### config.mk
export PLATFORM = sky130hd
export DESIGN_NAME = dm_wt_cache
export DESIGN_NICKNAME = d
export VERILOG_FILES = /design/src/rtl/cwt_pkg.sv /design/src/rtl/cwt_lines.sv /design/src/rtl/cwt_wbuf.sv /design/src/rtl/dm_wt_cache.sv
export SDC_FILE = /design/constraint.sdc
export NUM_CORES = 1
export LEC_CHECK = 0
export BUFFER_PORTS_ARGS = -buffer_cell sky130_fd_sc_hd__buf_2
export CORE_MARGIN = 1.5
export CORE_UTILIZATION = 34
export CTS_CLUSTER_DIAMETER = 100
export DETAILED_ROUTE_END_ITERATION = 7
export HOLD_SLACK_MARGIN = 0.02
export PLACE_DENSITY = 0.51
export RECOVER_POWER = 25
export SLEW_MARGIN = 20
export SYNTH_ARGS = -nofsm -noshare
export SYNTH_HDL_FRONTEND = slang
export SYNTH_SLANG_ARGS = --single-unit
### constraint.sdc
create_clock -name clk -period 6.4 [get_ports clk]
set_input_delay 0 -clock clk [delete_from_list [all_inputs] [get_ports clk]]
set_output_delay 0 -clock clk [all_outputs]
set_load 0.005 [all_outputs]
### src/rtl/cwt_pkg.sv
package cwt_pkg;
  typedef enum logic {
    CTL_RUN   = 1'b0,
    CTL_FETCH = 1'b1
  } ctl_state_e;
endpackage

### src/rtl/cwt_lines.sv
module cwt_lines #(
  parameter int LINES  = 8,
  parameter int IDX_W  = 3,
  parameter int TAG_W  = 2,
  parameter int DATA_W = 32
) (
  input  logic              clk,
  input  logic              rst,
  input  logic [IDX_W-1:0]  look_idx,
  output logic              look_valid,
  output logic [TAG_W-1:0]  look_tag,
  output logic [DATA_W-1:0] look_data,
  input  logic              fill_en,
  input  logic              upd_en,
  input  logic [IDX_W-1:0]  wr_idx,
  input  logic [TAG_W-1:0]  fill_tag,
  input  logic [DATA_W-1:0] wr_data
);
  logic [LINES-1:0]  vbits;
  logic [TAG_W-1:0]  tags  [LINES];
  logic [DATA_W-1:0] words [LINES];

  for (genvar i = 0; i < LINES; i++) begin : g_line
    logic              sel;
    logic              v_q;
    logic [TAG_W-1:0]  tag_q;
    logic [DATA_W-1:0] word_q;

    assign sel = (wr_idx == IDX_W'(i));

    always_ff @(posedge clk) begin
      if (rst)                v_q <= 1'b0;
      else if (fill_en && sel) v_q <= 1'b1;
    end

    always_ff @(posedge clk) begin
      if (fill_en && sel)              tag_q  <= fill_tag;
      if ((fill_en || upd_en) && sel)  word_q <= wr_data;
    end

    assign vbits[i] = v_q;
    assign tags[i]  = tag_q;
    assign words[i] = word_q;
  end

  assign look_valid = vbits[look_idx];
  assign look_tag   = tags[look_idx];
  assign look_data  = words[look_idx];
endmodule

### src/rtl/cwt_wbuf.sv
module cwt_wbuf #(
  parameter int DEPTH = 4,
  parameter int AW    = 5,
  parameter int DW    = 32
) (
  input  logic          clk,
  input  logic          rst,
  input  logic          push,
  input  logic [AW-1:0] push_addr,
  input  logic [DW-1:0] push_data,
  input  logic          pop,
  output logic [AW-1:0] head_addr,
  output logic [DW-1:0] head_data,
  output logic          empty,
  output logic          full
);
  localparam int PTR_W = (DEPTH > 1) ? $clog2(DEPTH) : 1;
  localparam int CNT_W = PTR_W + 1;

  logic [AW-1:0]    q_addr [DEPTH];
  logic [DW-1:0]    q_data [DEPTH];
  logic [PTR_W-1:0] wr_ptr, rd_ptr;
  logic [CNT_W-1:0] used;

  function automatic logic [PTR_W-1:0] step(input logic [PTR_W-1:0] p);
    return (p == PTR_W'(DEPTH - 1)) ? '0 : p + 1'b1;
  endfunction

  always_ff @(posedge clk) begin
    if (push) begin
      q_addr[wr_ptr] <= push_addr;
      q_data[wr_ptr] <= push_data;
    end
  end

  always_ff @(posedge clk) begin
    if (rst) begin
      wr_ptr <= '0;
      rd_ptr <= '0;
      used   <= '0;
    end else begin
      if (push) wr_ptr <= step(wr_ptr);
      if (pop)  rd_ptr <= step(rd_ptr);
      used <= used + CNT_W'(push) - CNT_W'(pop);
    end
  end

  assign head_addr = q_addr[rd_ptr];
  assign head_data = q_data[rd_ptr];
  assign empty     = (used == '0);
  assign full      = (used == CNT_W'(DEPTH));
endmodule

### src/rtl/dm_wt_cache.sv
module dm_wt_cache
  import cwt_pkg::*;
#(
  parameter int ADDR_W   = 7,
  parameter int DATA_W   = 32,
  parameter int LINES    = 8,
  parameter int WB_DEPTH = 4
) (
  input  logic                                clk,
  input  logic                                rst,
  input  logic                                cpu_req,
  input  logic                                cpu_we,
  input  logic [ADDR_W-1:0]                   cpu_addr,
  input  logic [DATA_W-1:0]                   cpu_wdata,
  output logic [DATA_W-1:0]                   cpu_rdata,
  output logic                                cpu_stall,
  output logic                                mem_req,
  output logic                                mem_we,
  output logic [ADDR_W-$clog2(DATA_W/8)-1:0]  mem_addr,
  output logic [DATA_W-1:0]                   mem_wdata,
  input  logic [DATA_W-1:0]                   mem_rdata,
  input  logic                                mem_ack
);
  localparam int OFF_W   = $clog2(DATA_W / 8);
  localparam int IDX_W   = $clog2(LINES);
  localparam int TAG_W   = ADDR_W - OFF_W - IDX_W;
  localparam int WADDR_W = ADDR_W - OFF_W;

  // address field helpers
  function automatic logic [IDX_W-1:0] line_of(input logic [ADDR_W-1:0] a);
    return a[OFF_W +: IDX_W];
  endfunction
  function automatic logic [TAG_W-1:0] tag_of(input logic [ADDR_W-1:0] a);
    return a[ADDR_W-1 -: TAG_W];
  endfunction
  function automatic logic [WADDR_W-1:0] word_of(input logic [ADDR_W-1:0] a);
    return a[ADDR_W-1:OFF_W];
  endfunction

  ctl_state_e          state;
  logic [IDX_W-1:0]    req_idx;
  logic [TAG_W-1:0]    req_tag;
  logic [WADDR_W-1:0]  req_word;
  logic                look_valid;
  logic [TAG_W-1:0]    look_tag;
  logic [DATA_W-1:0]   look_data;
  logic                lookup_hit;
  logic                rd_miss;
  logic                fetch_active;
  logic                fill_en;
  logic                upd_en;
  logic                wb_push, wb_pop, wb_empty, wb_full;
  logic [WADDR_W-1:0]  wb_head_addr;
  logic [DATA_W-1:0]   wb_head_data;

  assign req_idx  = line_of(cpu_addr);
  assign req_tag  = tag_of(cpu_addr);
  assign req_word = word_of(cpu_addr);

  cwt_lines #(
    .LINES(LINES), .IDX_W(IDX_W), .TAG_W(TAG_W), .DATA_W(DATA_W)
  ) u_lines (
    .clk(clk), .rst(rst),
    .look_idx(req_idx), .look_valid(look_valid), .look_tag(look_tag),
    .look_data(look_data),
    .fill_en(fill_en), .upd_en(upd_en), .wr_idx(req_idx),
    .fill_tag(req_tag),
    .wr_data(fill_en ? mem_rdata : cpu_wdata)
  );

  cwt_wbuf #(
    .DEPTH(WB_DEPTH), .AW(WADDR_W), .DW(DATA_W)
  ) u_wbuf (
    .clk(clk), .rst(rst),
    .push(wb_push), .push_addr(req_word), .push_data(cpu_wdata),
    .pop(wb_pop), .head_addr(wb_head_addr), .head_data(wb_head_data),
    .empty(wb_empty), .full(wb_full)
  );

  assign lookup_hit   = look_valid && (look_tag == req_tag);
  assign rd_miss      = cpu_req && !cpu_we && !lookup_hit;
  assign fetch_active = (state == CTL_FETCH);

  // store path: queue always, update line only on a hit
  assign wb_push = cpu_req && cpu_we && !wb_full;
  assign upd_en  = wb_push && lookup_hit;
  assign wb_pop  = mem_ack && !fetch_active;
  assign fill_en = fetch_active && mem_ack;

  always_ff @(posedge clk) begin
    if (rst) begin
      state <= CTL_RUN;
    end else begin
      unique case (state)
        CTL_RUN:   if (rd_miss && wb_empty) state <= CTL_FETCH;
        CTL_FETCH: if (mem_ack)             state <= CTL_RUN;
        default:   state <= CTL_RUN;
      endcase
    end
  end

  always_comb begin
    cpu_stall = 1'b0;
    if (cpu_req) cpu_stall = cpu_we ? wb_full : !lookup_hit;
  end
  assign cpu_rdata = look_data;

  assign mem_req   = fetch_active || !wb_empty;
  assign mem_we    = !fetch_active;
  assign mem_addr  = fetch_active ? req_word : wb_head_addr;
  assign mem_wdata = wb_head_data;
endmodule

# Word level (Yosys, flattened, before mapping)
# Memory sizes are Yosys's and may differ from the RTL's. A register that Yosys moved wholly into a read port is not among the register bits.
# Cells that the tools add are included.
# totals
ff_bits	288
ramBits	148
inputBits	76
output_inout_bits	72
wordCells	106
n_memories	2
# mem_list
name	words	width	rd	rd_clocked_by_memory_dff	wr	line_no	source
u_wbuf.q_data	4	32	1	1	1	cwt_wbuf.sv:21	logic [DW-1:0] q_data [DEPTH];
u_wbuf.q_addr	4	5	1	1	1	cwt_wbuf.sv:20	logic [AW-1:0] q_addr [DEPTH];
# classes
n_addsub	4
n_lt_le_gt_ge	2
n_eq_ne	11
mux	23
n_bitwise	2
n_reduce_logical	34
# op_table
cell	n
binary-select mux 32 bit (select 3 bit)	1
2-to-1 mux 32 bit	3
logical AND 1 bit	25
2-to-1 mux 2 bit	8
equality test 3 bit (second input constant)	5
2-to-1 mux 1 bit	7
binary-select mux 2 bit (select 3 bit)	1
equality test 3 x 2 -> 1 bit (second input constant)	2
zero test 3 bit	2
zero test 1 bit	5
2-to-1 mux 5 bit	1
adder 2 x 1 -> 2 bit (second input constant)	2
equality test 2 bit (second input constant)	2
>= comparator 4 bit (second input constant)	1
less-than comparator 3 x 4 -> 1 bit (second input constant)	1
NOT 3 -> 4 bit	1
adder 3 x 1 -> 3 bit	1
binary-select mux 1 bit (select 3 bit)	1
equality test 3 x 1 -> 1 bit (second input constant)	1
subtractor 3 x 1 -> 3 bit	1
equality test 2 bit	1
logical OR 1 bit	2
one-hot mux 1 bit (2 select lines)	1
NOT 1 bit	1

# Logic depth before layout (Yosys ltp)
# logic_depth
depth_word	11
ltp_mapped	12
depth_no_buf	11

# Hierarchy
# Synthesis repeated with hierarchy kept, for this count alone.
# hier_totals
cells_unflattened	750
area_unflattened_um2	17510.5
# by_module_without_submodules
module	n_inst	cells_each	area_per_inst_um2	seq_area_each_um2
cwt_lines	1	455	10955.5	8328.0
cwt_wbuf	1	236	5849.4	4624.4
dm_wt_cache	1	59	705.7	20.0

# Worst setup path after synthesis
# Ideal clock, no wire load.
# synth_path
kind	reg2reg
start	reg u_wbuf.used[1]
end	reg u_lines.g_line[0].word_q[0] (enable)
arrival_time_ns	3.396
t_required_ns	5.939
slack_ns	2.543
stages_incl_launch_ff	9
path_buffers	1
synth_period_minus_slack_ns	3.857
path_cell_list	dfxtp_1 > nor2_1 > nand2_1 > and3_1 > buf_2 > inv_1 > nor3b_1 > a31oi_1 > nor3_1
# synth_via
elab_chain_cells	6
# synth_lines
item	line_no	source
start, declared	cwt_wbuf.sv:23	logic [CNT_W-1:0] used;
start signal, assigned	cwt_wbuf.sv:44	used <= used + CNT_W'(push) - CNT_W'(pop);
equality test 3 bit	cwt_wbuf.sv:51	assign full = (used == CNT_W'(DEPTH));
zero test 1 bit	dm_wt_cache.sv:85	assign wb_push = cpu_req && cpu_we && !wb_full;
logical AND 1 bit	dm_wt_cache.sv:85	
logical AND 1 bit	dm_wt_cache.sv:86	assign upd_en = wb_push && lookup_hit;
logical OR 1 bit	cwt_lines.sv:38	if ((fill_en || upd_en) && sel) word_q <= wr_data;
logical AND 1 bit	cwt_lines.sv:38	
end signal, assigned	cwt_lines.sv:38	
end, declared	cwt_lines.sv:27	logic [DATA_W-1:0] word_q;
# Every way passes these cells.
# A chain may end at the register's enable or synchronous reset.

# Final worst setup path
# layout_path
start	reg state (netlist: fetch_active)
end	reg u_lines.g_line[5].word_q[31] (enable)
# layout_via
elab_chain_cells	3
# layout_lines
item	line_no	source
start, declared	dm_wt_cache.sv:40	ctl_state_e state;
start signal, assigned	dm_wt_cache.sv:92	state <= CTL_RUN;
start signal, assigned	dm_wt_cache.sv:95	CTL_RUN: if (rd_miss && wb_empty) state <= CTL_FETCH;
start signal, assigned	dm_wt_cache.sv:96	CTL_FETCH: if (mem_ack) state <= CTL_RUN;
logical AND 1 bit	dm_wt_cache.sv:88	assign fill_en = fetch_active && mem_ack;
logical OR 1 bit	cwt_lines.sv:38	
logical AND 1 bit	cwt_lines.sv:38	
end signal, assigned	cwt_lines.sv:38	
end, declared	cwt_lines.sv:27	
# Every way passes these cells.

==> results.yml <==
pwr:
  switching_share: 0.222
  p_clk_frac: 0.400
  power.net_switching_mw: 1.41
  p_leak_nw: 6.77
  power.density_nw_per_um2: 305
  comb_power_share: 0.084
  power.internal_mw: 4.91
  peakVddDrop_v: 0.000183
  seq_power_share: 0.517
sta:
  layout_setup_ws_ns: 2.17
  finalSetupViolations: 0
  fin_setup_tns_ns: 0
  slew_viol_final: 118
  rsz0062_at_grt: "false"
  tightest_slew_ns: 3.02
  max_freq_ghz: 0.236
  fin_crit_sh: 0.662
  hold_viol_final: 0
  skew_ns: 0.0133
  slew_headroom: -1.01
  fin_crit_ns: 4.23
synth:
  synth-seq-cells: 438
  synthFlopType: "edfxtp_1"
  synthArstFlopShare: 0
  synthesis.area_um2: 17000
  synth_edf_count: 420
  synth_cell_type_count: 39
  yosysSeqAreaShare: 0.762
  synth_nets: 859
  syn_area_per_cell_um2: 22.0
  synth_warnings: 0
  syn_inst: 775
outcome:
  status: "complete, but fails checks"
  violations: "max-capacitance violations, max-slew violations"
place:
  place.gp.congestion: 0.729
  placedInstanceArea_um2: 18600
  buffer_ports.inserted: 145
  dp.final_hpwl_um: 22000
  dp_slack_ns: 2.72
critical_path:
  crit_chain: "nand2_2 > clkbuf_1 > nor3_1 > o21bai_4 > buf_4"
  slowest_stage: "clkbuf_1"
  critPathLaunchType: "register"
  criticalPathCategory: "register to register"
  timing.rr.end: "u_lines.g_line[5].word_q[31]$_DFFE_PP_"
  r2r-start: "fetch_active$_SDFF_PP0_"
  cp_data_arrival_time_ns: 4.51
  cp-end-kind: "register"
  worstSetupStartpoint: "fetch_active$_SDFF_PP0_"
  slowest_delay_ns: 2.12
  path_max_fanout: 38
  worstPathRequired_ns: 6.68
  worstRegToRegCells: 5
  r2r_slack_ns: 2.17
global_route:
  grt_pass1_wl_um: 55600
  antenna_found_initial: 2
  grt_max_degree: 49
  grt_pass1_vias: 8598
  grt_overflow: 0
  grt_use_total: 0.150
clock_tree:
  cts-root-buf: "clkbuf_16"
  cts_buffer_depth: 3
  post-cts-setup-buffers: 0
  cts_tree: "yes"
  clk_latency_ns: 0.58
  h-tree-depth: 2
  clock-sinks: 438
  cts_buffers: 48
  clk_pin_slew_ns: 0.06
layout:
  design_area_um2: 20700
  area_growth_pct: 21.5
  fillers: 4323
  drive_gt1_frac: 0.345
  layout_commonest_cell: "edfxtp_1"
  final_cell_mix: "edfxtp_1 (420), buf_2 (107), mux4_2 (102), dlygate4sd3_1 (73), mux2_2 (55)"
  nets: 1104
  seq_area_um2: 13000
  multiInputGateArea_um2: 3890
floorplan:
  io_pins: 148
  die_area_um2: 51500
  start_util: 0.347
  core.rowCount: 81
  placeableCoreArea_um2: 49200
  die_height_um: 227
  chipWidth_um: 227
drt:
  detail_route.wl_per_cell_um: 21.9
  routed_via_density: 4.76
  finalWirelength_um: 37700
  drt.antenna.violating_nets: 0
  drt-initial-drc-count: 493
  drcViolationCount: 0
  first_pass_iters: 6
  vias: 8195
worst_hold_path:
  min_to: "u_wbuf.wr_ptr[0]$_SDFFE_PP0P_"
  worstHoldPathCells: 5
  holdCritPathClass: "primary input to register"
  hp-start: "cpu_req"
job:
  drv_cap: 3
kinds of logic (layout without fill, tap and decap cells):
group / after synthesis / after routing / synth area share
and+or+nand+nor: 88 / 88 / 0.0244
muxes: 177 / 177 / 0.185
adders and majority gates: 8 / 8 / 0.00632
buffers and inverters: 47 / 329 / 0.0144
AOI/OAI and AO/OA: 13 / 13 / 0.00573
DFF: 438 / 438 / 0.762
other: 0 / 1 / 0
xor gates and xnor gates: 4 / 4 / 0.00294
critical path: cells and delay by family (launching register included):
family / cells / cell delay (ns)
flip-flops: 1 / 0.40
AO/OA/AOI/OAI: 1 / 0.47
buffers and inverters: 2 / 2.45
AND/OR/NAND/NOR: 2 / 0.59
state kept, by name, indices dropped and copies added, names as in the netlist, named ones only:
name                   cells
fetch_active               1
u_lines.g_line.tag_q      16
u_lines.g_line.v_q         8
u_lines.g_line.word_q    256
u_wbuf.q_addr             20
u_wbuf.q_data            128
u_wbuf.rd_ptr              2
u_wbuf.used                3
u_wbuf.wr_ptr              2
Yosys cell counts (5+ instances only):
library cell / count / share of area
nand2_1: 23 / 0.0051
nor3_1: 8 / 0.0024
nor2b_1: 5 / 0.0018
nor2_1: 31 / 0.0068
inv_1: 7 / 0.0015
mux2_2: 66 / 0.044
dfxtp_1: 18 / 0.021
buf_2: 16 / 0.0047
ha_1: 7 / 0.0051
buf_6: 6 / 0.0040
edfxtp_1: 420 / 0.74
mux4_2: 102 / 0.13
clkbuf_1: 16 / 0.0035
mux2i_1: 8 / 0.0047
power groups by stage:
| stage | registers (mW) | logic, mW | clock network (mW) |
|---|---|---|---|
| 3_5_place_dp | 3.33 | 0.505 | 0 |
| 3_3_place_gp | 3.32 | 0.500 | 0 |
| 2_1_floorplan | 3.29 | 0.319 | 0 |
| 6_report | 3.26 | 0.528 | 2.53 |
| 5_1_grt | 3.27 | 0.579 | 2.70 |
| 4_1_cts | 3.27 | 0.544 | 2.60 |
worst max-delay path by stage:
stage / slack [ns] / end / cells after the start
2_1_floorplan: 2.54 / u_lines.g_line[0].word_q[0]$_DFFE_PP_ / 8
3_3_place_gp: 2.73 / u_lines.g_line[0].word_q[19]$_DFFE_PP_ / 8
3_5_place_dp: 2.72 / u_lines.g_line[0].word_q[19]$_DFFE_PP_ / 8
4_1_cts: 3.08 / u_lines.g_line[0].word_q[27]$_DFFE_PP_ / 8
5_1_grt: 1.82 / u_lines.g_line[4].word_q[1]$_DFFE_PP_ / 5
6_report: 2.17 / u_lines.g_line[5].word_q[31]$_DFFE_PP_ / 5
layout make-up:
cell class / count / area share
multi-input cells: 290 / 0.188
flip-flops and latches: 438 / 0.627
clock buffers: 56 / 0.0605
diodes: 1 / 0.000121
inverters: 7 / 0.00127
clock inverters: 31 / 0.00864
repair buffers: 235 / 0.0744
well taps: 664 / 0.0401
metal layers:
metal | global-route usage | up-vias | share of wire
li1 | - | 3686 | -
met1 | 0.204 | 4298 | 0.45
met2 | 0.241 | 159 | 0.48
met3 | 0.0297 | 52 | 0.044
met4 | 0.0542 | 0 | 0.023
met5 | 0 | - | 0
stage by stage:
step | utilization | power, mW | hold slack, ns | cells
global placement | 0.378 | 3.83 | 0.228 | 1561
global route | 0.421 | 6.55 | 0.248 | 1721
CTS | 0.422 | 6.41 | 0.107 | 1721
finish | 0.421 | 6.32 | 0.219 | 1722
detailed placement | 0.378 | 3.83 | 0.230 | 1561
floorplan | - | 3.61 | 0.0908 | 775
repair_timing:
action,4_1_cts,5_1_grt
endpoints found under the setup margin,0,0
endpoints found under the hold margin,434,0
resized for setup,0,0
hold buffers,73,0
Power figures use the tool's default switching activity.
